===== src/rtl/smp_ingress_pkg.sv =====
package smp_ingress_pkg;

    localparam int WORD_W = 17;
    localparam int OUT_W  = 16;
    localparam int TEST_W = 16;
    localparam int SPLIT_W = 3;

    typedef enum logic [2:0] {
        LAY_FX16,
        LAY_FX15,
        LAY_F11E3,
        LAY_F12E3,
        LAY_F13E3,
        LAY_F14E2,
        LAY_F14E3
    } layout_e;

    typedef struct packed {
        logic              en;
        logic [WORD_W-1:0] word;
    } smp_t;

    function automatic layout_e decode_layout(logic is_float, logic [SPLIT_W-1:0] split);
        layout_e lay;
        if (!is_float) begin
            lay = split[0] ? LAY_FX15 : LAY_FX16;
        end else begin
            case (split)
                3'd0:    lay = LAY_F11E3;
                3'd1:    lay = LAY_F12E3;
                3'd2:    lay = LAY_F13E3;
                3'd3:    lay = LAY_F14E2;
                default: lay = LAY_F14E3;
            endcase
        end
        return lay;
    endfunction

    // Number of low bits to drop to leave the mantissa right-aligned.
    function automatic logic [4:0] mant_drop(layout_e lay);
        logic [4:0] d;
        case (lay)
            LAY_F11E3: d = 5'(WORD_W - 11);
            LAY_F12E3: d = 5'(WORD_W - 12);
            LAY_F13E3: d = 5'(WORD_W - 13);
            default:   d = 5'(WORD_W - 14);
        endcase
        return d;
    endfunction

    function automatic logic [OUT_W-1:0] float_to_fixed(logic [WORD_W-1:0] w, layout_e lay);
        logic [WORD_W-1:0] mant;
        logic [2:0]        ex;
        logic [WORD_W+7:0] wide;
        mant = WORD_W'($signed(w) >>> mant_drop(lay));
        ex   = (lay == LAY_F14E2) ? {1'b0, w[1:0]} : w[2:0];
        wide = {{8{mant[WORD_W-1]}}, mant} << ex;
        return wide[OUT_W-1:0];
    endfunction

endpackage


===== src/rtl/smp_src_mux.sv =====
module smp_src_mux
    import smp_ingress_pkg::*;
#(
    parameter int NUM_BUS = 4,
    localparam int SEL_W = (NUM_BUS > 1) ? $clog2(NUM_BUS) : 1
) (
    input  logic [NUM_BUS*WORD_W-1:0] bus_data,
    input  logic [NUM_BUS-1:0]        bus_en,
    input  logic [TEST_W-1:0]         test_word,
    input  logic                      test_en,
    input  logic                      use_test,
    input  logic [SEL_W-1:0]          src_sel,
    output smp_t                      pick
);

    smp_t lanes [NUM_BUS];

    for (genvar i = 0; i < NUM_BUS; i++) begin : g_lane
        assign lanes[i].word = bus_data[i*WORD_W +: WORD_W];
        assign lanes[i].en   = bus_en[i];
    end

    always_comb begin
        if (use_test) begin
            pick.word = {test_word, {(WORD_W-TEST_W){1'b0}}};
            pick.en   = test_en;
        end else if (32'(src_sel) < NUM_BUS) begin
            pick = lanes[src_sel];
        end else begin
            pick = '0;
        end
    end

endmodule


===== src/rtl/smp_holdoff.sv =====
module smp_holdoff #(
    parameter int NUM_SYNC = 4
) (
    input  logic                clk,
    input  logic                rst,
    input  logic                sync_all,
    input  logic [NUM_SYNC-1:0] sync_lane,
    output logic                live
);

    always_ff @(posedge clk) begin
        if (rst) begin
            live <= 1'b0;
        end else if (sync_all || (|sync_lane)) begin
            live <= 1'b1;
        end
    end

endmodule


===== src/rtl/smp_fmt_conv.sv =====
module smp_fmt_conv
    import smp_ingress_pkg::*;
(
    input  logic [WORD_W-1:0] word_in,
    input  logic              offset_bin,
    input  layout_e           lay,
    output logic [OUT_W-1:0]  value
);

    logic [WORD_W-1:0] tc_word;

    assign tc_word = {word_in[WORD_W-1] ^ offset_bin, word_in[WORD_W-2:0]};

    always_comb begin
        case (lay)
            LAY_FX16: value = tc_word[WORD_W-1 -: OUT_W];
            LAY_FX15: value = {tc_word[WORD_W-1 -: OUT_W-1], 1'b0};
            default:  value = float_to_fixed(tc_word, lay);
        endcase
    end

endmodule


===== src/rtl/smp_ingress.sv =====
module smp_ingress
    import smp_ingress_pkg::*;
#(
    parameter int NUM_BUS = 4,
    localparam int SEL_W = (NUM_BUS > 1) ? $clog2(NUM_BUS) : 1
) (
    input  logic                      clk,
    input  logic                      rst,
    input  logic [NUM_BUS*WORD_W-1:0] bus_data,
    input  logic [NUM_BUS-1:0]        bus_en,
    input  logic [TEST_W-1:0]         test_word,
    input  logic                      test_en,
    input  logic                      cfg_use_test,
    input  logic [SEL_W-1:0]          cfg_src_sel,
    input  logic                      cfg_interp,
    input  logic                      cfg_offset_bin,
    input  logic                      cfg_float,
    input  logic [SPLIT_W-1:0]        cfg_split,
    input  logic                      sync_all,
    input  logic [NUM_BUS-1:0]        sync_lane,
    output logic [OUT_W-1:0]          out_data,
    output logic                      out_en
);

    smp_t             pick;
    logic             live;
    logic [OUT_W-1:0] conv;
    layout_e          lay;

    assign lay = decode_layout(cfg_float, cfg_split);

    smp_src_mux #(.NUM_BUS(NUM_BUS)) mux_i (
        .bus_data (bus_data),
        .bus_en   (bus_en),
        .test_word(test_word),
        .test_en  (test_en),
        .use_test (cfg_use_test),
        .src_sel  (cfg_src_sel),
        .pick     (pick)
    );

    smp_holdoff #(.NUM_SYNC(NUM_BUS)) hold_i (
        .clk      (clk),
        .rst      (rst),
        .sync_all (sync_all),
        .sync_lane(sync_lane),
        .live     (live)
    );

    smp_fmt_conv conv_i (
        .word_in   (pick.word),
        .offset_bin(cfg_offset_bin),
        .lay       (lay),
        .value     (conv)
    );

    always_ff @(posedge clk) begin
        if (rst) begin
            out_data <= '0;
            out_en   <= 1'b0;
        end else begin
            out_en   <= live && (cfg_interp || pick.en);
            out_data <= (live && pick.en) ? conv : '0;
        end
    end

endmodule


===== config.mk =====
export PLATFORM = sky130hd
export DESIGN_NAME = smp_ingress
export DESIGN_NICKNAME = d
export VERILOG_FILES = /design/src/rtl/smp_ingress_pkg.sv /design/src/rtl/smp_src_mux.sv /design/src/rtl/smp_holdoff.sv /design/src/rtl/smp_fmt_conv.sv /design/src/rtl/smp_ingress.sv
export SDC_FILE = /design/constraint.sdc
export NUM_CORES = 1
export LEC_CHECK = 0
export BUFFER_PORTS_ARGS = -buffer_cell sky130_fd_sc_hd__clkbuf_2
export CAP_MARGIN = 20
export CORE_UTILIZATION = 25
export CTS_BUF_LIST = sky130_fd_sc_hd__clkbuf_8
export DETAILED_ROUTE_END_ITERATION = 10
export PLACE_DENSITY_LB_ADDON = 0.08
export SKIP_LAST_GASP = 1
export SYNTH_ARGS = -nofsm -noshare
export SYNTH_HDL_FRONTEND = slang
export SYNTH_HIERARCHICAL = 1
export SYNTH_SLANG_ARGS = --single-unit

===== constraint.sdc =====
create_clock -name clk -period 2.4 [get_ports clk]
set_input_delay 0.12 -clock clk [delete_from_list [all_inputs] [get_ports clk]]
set_output_delay 0.12 -clock clk [all_outputs]
set_load 0.05 [all_outputs]

* Word-level counts from Yosys, hierarchy flattened
Cells that the tools add are included.
** Cells by class
- Shifts and indexed selects :: 2
- Reductions and logical operators :: 9
- Eq/ne operators :: 8
- Magnitude comparators :: 1
- Multiplexer cells :: 11
- Bitwise operators :: 3
** Operators by type and width (count)
- two-way mux 18 bit :: 3
- binary-select mux 18 bit (select 2 bit) :: 1
- case mux 16 bit (2 select lines) :: 1
- << shifter 25 x 3 -> 16 bit :: 1
- >>> shifter 17 x 5 -> 17 bit :: 1
- == test 3 x 2 -> 1 bit (second input constant) :: 4
- case mux 3 bit (4 select lines) :: 1
- case mux 3 bit (3 select lines) :: 1
- == test 3 x 1 -> 1 bit (second input constant) :: 2
- == test 3 bit (second input constant) :: 2
- logical NOT 3 bit :: 2
- two-way mux 3 bit :: 2
- two-way mux 5 bit :: 1
- OR reduction 2 bit :: 2
- OR reduction 4 bit :: 1
- greater-or-equal comparator 3 bit (second input constant) :: 1
- inverter 2 -> 3 bit :: 1
- logical AND 1 bit :: 2
- logical OR 1 bit :: 2
- two-way mux 1 bit :: 1
- inverter 1 bit :: 1
- XOR 1 bit :: 1
** Storage, ports and cells
- Input bits :: 105
- Output and inout bits :: 17
- Logic and storage cells :: 37
- Flip-flop bits (word level) :: 18

* Depth between registers and ports, before layout
- Depth after elaboration :: 9
- Depth in mapped cells :: 12
- Depth with buffers taken out :: 10

* By module
The synthesis kept the hierarchy.
** By module, submodules not included
- smp_fmt_conv :: times used 1, area each 1365.1 µm², sequential area each 0.0 µm², cells each 188
- smp_src_mux :: times used 1, area each 899.6 µm², sequential area each 0.0 µm², cells each 100
- smp_ingress :: times used 1, area each 531.8 µm², sequential area each 340.3 µm², cells each 41
- smp_holdoff :: times used 1, area each 35.0 µm², sequential area each 20.0 µm², cells each 4

* Least setup slack after synthesis
OpenSTA, ideal clock, no wires.
- Path kind :: input -> register
- Start :: input port cfg_src_sel[0]
- End :: register out_data[11]
- Path buffers :: 3
- Stages :: 12
- Data required time :: 2343 ps
- Data arrival time :: 2494 ps
- Path slack :: -150 ps
- Library setup time :: 57 ps
- Cells stage by stage :: buf_6 -> buf_6 -> buf_6 -> a211oi_2 -> a221oi_2 -> nor3_1 -> o32a_1 -> or2_0 -> mux4_2 -> and2_4 -> a221oi_2 -> and2_4
** RTL lines
- start, declared :: RTL line smp_ingress.sv:14 : input logic [SEL_W-1:0] cfg_src_sel,
- end signal, assigned :: RTL line smp_ingress.sv:63 : out_data <= (live && pick.en) ? conv : '0;
- end, declared :: RTL line smp_ingress.sv:21 : output logic [OUT_W-1:0] out_data,

==> metrics list <==
* Area of the core: 10940 µm²
- Number of sinks on the clock net: 18
- Number of distinct standard cells referenced by the synthesized netlist: 67
- DRC errors left: 0
- Share of the clock period used by the worst path after layout: 103.2%
- For the worst-skew pair, the clock arrives at the later sink with an insertion delay of 0.24 ns.
* Antenna diodes: 0
- Library cell occupying the most area in the post-synthesis netlist: sky130_fd_sc_hd__dfxtp_1
- Width of the die: 108.4 µm
- Number of max-slew violations in the final report: 0
- The first global-routing pass estimated 15550 µm of wire.
* Number of global-route vias before repair: 3278
* Final core utilization: 42.84%
- Share of layout cells above drive strength 1: around three fifths
- Entering global routing, the biggest net connects 29 pins.
* GR Util All Layers: around 17%
* Mean number of vias per cell: 4.828
- Worst endpoint required time: 2.59 ns
- The finished cells cover 4684 µm².
* Post-synthesis async set-or-reset flop share: 0%
- Htree depth: 1
* Post-synthesis adder-cell area fraction: 0%
- In the final layout, flip-flops and latches occupy about 360 µm².
* Failing checks: setup timing
* Flip-flop and latch count after synthesis: 18
- Setup repair after global routing missed its margin: yes
- Setup skew after layout: 0.001815 ns
- After the first detailed-routing iteration, the DRC count stood at 52.
* Power density over cell area: roughly 360 nW/µm²
- The synthesized netlist devotes roughly 33% of its cell area to compound gates.
- Congestion Overflow GR: 0
- Standard-cell row count: 38
- For this run, the leading register cell type out of synthesis is sky130_fd_sc_hd__dfxtp_1.
* Number of antenna-violating nets in the routed design: 0
- The clock passes through at most 2 buffers.
- Number of warnings issued by yosys: 6
- Basic-gate share of the synthesized area counting and, or, nand and nor cells: 25.19%
- Summing all multi-input logic gate instances after layout gives 2416 µm².
- Result of the run: finished, violations left
- Placer's final routability congestion estimate: slightly above 0.8
- Reported max-cap violation count: 0
* Area of the die: between 10000 and 15000 µm²
* Combinational family with the most area after synthesis: compound AO/OA/AOI/OAI gates
- In this run the worst hold path is classified as in2reg.
* Filler Cells Inserted: 1141
* Setup slack of the critical path after layout: -0.07714 ns
* Share of the yosys chip area belonging to registers: 12.73%
- The worst setup path is captured at a flip-flop.
* Crit-path cells: buf_8, buf_12, buf_12, mux2i_4, a221oi_4, nor3_1, o32a_1, or2_1, mux4_2, and2_4, a221oi_2, and2_4
- Buffers placed on the I/O ports in this run total 121.
- EDFF count, synth: 0
- After clock tree synthesis, the flow added hold-fix buffers numbering 0.
- Measured against its own limit, the worst slew margin works out to 69.91%.
* Vert. Die Dim: ~110 µm
* Detailed placement HPWL: 8392 µm
- Counting the buffers created by CTS gives 3.
- Synth Area in XOR/XNOR: 0.3093%
- Pwr Total: 1.704 mW
* Number of top-level design ports: 122
- Clk root buf: sky130_fd_sc_hd__clkbuf_8
* Placed Area: ~4200 µm²
* Detailed-route wire length per cell: ~15 µm
* Crit Path Class: in2reg
* WL final: 10160 µm
- Effective utilization at floorplan: 25.89%
- Leak Pwr: 2.220 nW
- Element type at the critical path start: input port
- The hold violation count in the final report is 0.
- The initial antenna violation count was 0.
* Post-synthesis mux area share: 18.69%
- Clock edge transition at the registers on the reported setup and hold paths: ~0.06 ns
- After technology mapping, the gate count stands at about 330.
- In this design, the stage delay of the slowest critical-path cell is 0.51 ns.
* Worst-path fanout max: 7
- STA puts the critical path data arrival time at 2.67 ns.
- The worst path in the final design needs a cycle of between 2 and 2.5 ns, including I/O delays and setup.
- Syn Area/Cell: 8.503 µm²
- On the critical path, the stage with the largest delay is an instance of sky130_fd_sc_hd__mux4_2.
- TritonCTS built the clock tree.
- Router iterations before antenna repair: 4
* Tightest Pin Transition: 0.4499 ns
- Top cells by area, synth: sky130_fd_sc_hd__dfxtp_1, sky130_fd_sc_hd__mux2i_1, sky130_fd_sc_hd__a221oi_2
- After synthesis the cells add up to 2831 µm².
- Via count: 3312
- Setup-failing EPs final: 4
- Max rail drop VDD: 0.2217 mV
- Relative to the synthesized area, the layout overhead comes to 65.44%.
* Hold slack: 0.06428 ns
- The final layout contains 653 nets.
- Of the post-synthesis cell area, the dominant cell type holds 12.73%.
- Maximum operating frequency: 403.7 MHz
- The number of nets handed over by synthesis was between 400 and 500.
what timing repair did:
| action | CTS | global route |
|---|---|---|
| pin swaps | 0 | 26 |
| resized for setup | 1 | 51 |
| setup endpoints to repair | 11 | 14 |
| cloned | 0 | 1 |
| setup buffers | 1 | 20 |
| endpoints found under the hold margin | 0 | 0 |
final timing paths:
| kind | from | to | slack [ns] | cells after the start |
|---|---|---|---|---|
| max | cfg_src_sel[0] | out_data[11] | -0.08 | 12 |
| min | rst | hold_i/live | 0.06 | 2 |
| max reg2reg | hold_i/live | out_data[8] | 1.46 | 2 |
| min reg2reg | hold_i/live | out_en | 0.49 | 1 |
cells in the mapped netlist (4+ instances only):
master and n:
sky130_fd_sc_hd__buf_6 9, sky130_fd_sc_hd__buf_2 8, sky130_fd_sc_hd__a211oi_1 10, sky130_fd_sc_hd__inv_1 22, sky130_fd_sc_hd__buf_4 4, sky130_fd_sc_hd__a211oi_2 10
sky130_fd_sc_hd__nand3_1 8, sky130_fd_sc_hd__o21ai_0 10, sky130_fd_sc_hd__o22ai_1 4, sky130_fd_sc_hd__nand2_1 12, sky130_fd_sc_hd__and2_4 11, sky130_fd_sc_hd__o211ai_1 6
sky130_fd_sc_hd__a221oi_1 5, sky130_fd_sc_hd__nor3b_1 5, sky130_fd_sc_hd__a21oi_1 7, sky130_fd_sc_hd__and2_2 6, sky130_fd_sc_hd__a22o_1 4, sky130_fd_sc_hd__nand2b_1 7
sky130_fd_sc_hd__nor2b_1 25, sky130_fd_sc_hd__o21a_1 6, sky130_fd_sc_hd__mux2_2 10, sky130_fd_sc_hd__mux4_2 4, sky130_fd_sc_hd__clkbuf_1 4, sky130_fd_sc_hd__nor2_1 21
sky130_fd_sc_hd__mux2i_1 30, sky130_fd_sc_hd__dfxtp_1 18, sky130_fd_sc_hd__a221oi_2 13
area by class of cell:
cell class | count | share of cell area (%)
well taps | 140 | 3.739
flip-flops and latches | 18 | 7.692
inverters | 23 | 1.843
clock buffers | 3 | 0.8814
repair buffers | 237 | 34.27
multi-input cells | 265 | 51.58
registers in the layout, indices dropped and copies added (netlist names):
| name | flops |
|---|---|
| hold_i/live | 1 |
| out_data | 16 |
| out_en | 1 |
cells by family after synthesis:
family	after synthesis
mux	45
simple gates	115
buf+inv	50
xor+xnor	1
compound gates	104
flops	18
where the power goes:
| part | switching, mW | leakage, nW | internal [mW] |
|---|---|---|---|
| registers | 0.00415 | 0.147 | 0.316 |
| clock network | 0.0879 | 0.0216 | 0.111 |
| logic | 0.564 | 2.05 | 0.621 |
| total | 0.656 | 2.22 | 1.05 |
stage by stage:
stage                     instances  worst slack [ns]  TNS (ns)
final                           686          -0.07714   -0.1731
after global routing            686           -0.1698    -1.015
after CTS                       665          -0.08067   -0.2988
after detailed placement        661           -0.3409    -4.609
after global placement          661           -0.3361    -4.125
after floorplan                 333          -0.05879  -0.05879
per-layer routing:
metal / GRT usage, % / wire [µm] / up-vias / part of all wire (%)
met5: 0 / 0 / - / 0
met1: 21.07 / 4399 / 1541 / 43
met2: 30.29 / 5117 / 90 / 50
met4: 1.448 / 54 / 0 / 0.53
li1: - / - / 1677 / -
met3: 2.773 / 586 / 4 / 5.8
cell usage in the layout, fill, tap and decap left out, types with 7 or more instances in the layout:
cell type	instances
sky130_fd_sc_hd__and2_4	12
sky130_fd_sc_hd__mux2_2	9
sky130_fd_sc_hd__buf_4	103
sky130_fd_sc_hd__a211oi_1	8
sky130_fd_sc_hd__a221oi_2	14
sky130_fd_sc_hd__nand2_1	12
sky130_fd_sc_hd__inv_1	22
sky130_fd_sc_hd__nand3_1	7
sky130_fd_sc_hd__clkbuf_2	120
sky130_fd_sc_hd__nor2_1	20
sky130_fd_sc_hd__o21ai_0	10
sky130_fd_sc_hd__nor2b_1	20
sky130_fd_sc_hd__dfxtp_1	18
sky130_fd_sc_hd__a211oi_2	9
sky130_fd_sc_hd__mux2i_1	25
worst max-delay path, delay by kind of cell:
family / cells / cell delay (ns)
AND/OR/NAND/NOR: 4 / 0.67
multiplexers: 2 / 0.69
buffers and inverters: 3 / 0.39
AO/OA/AOI/OAI: 3 / 0.79
(Power assumes the default switching activity.)
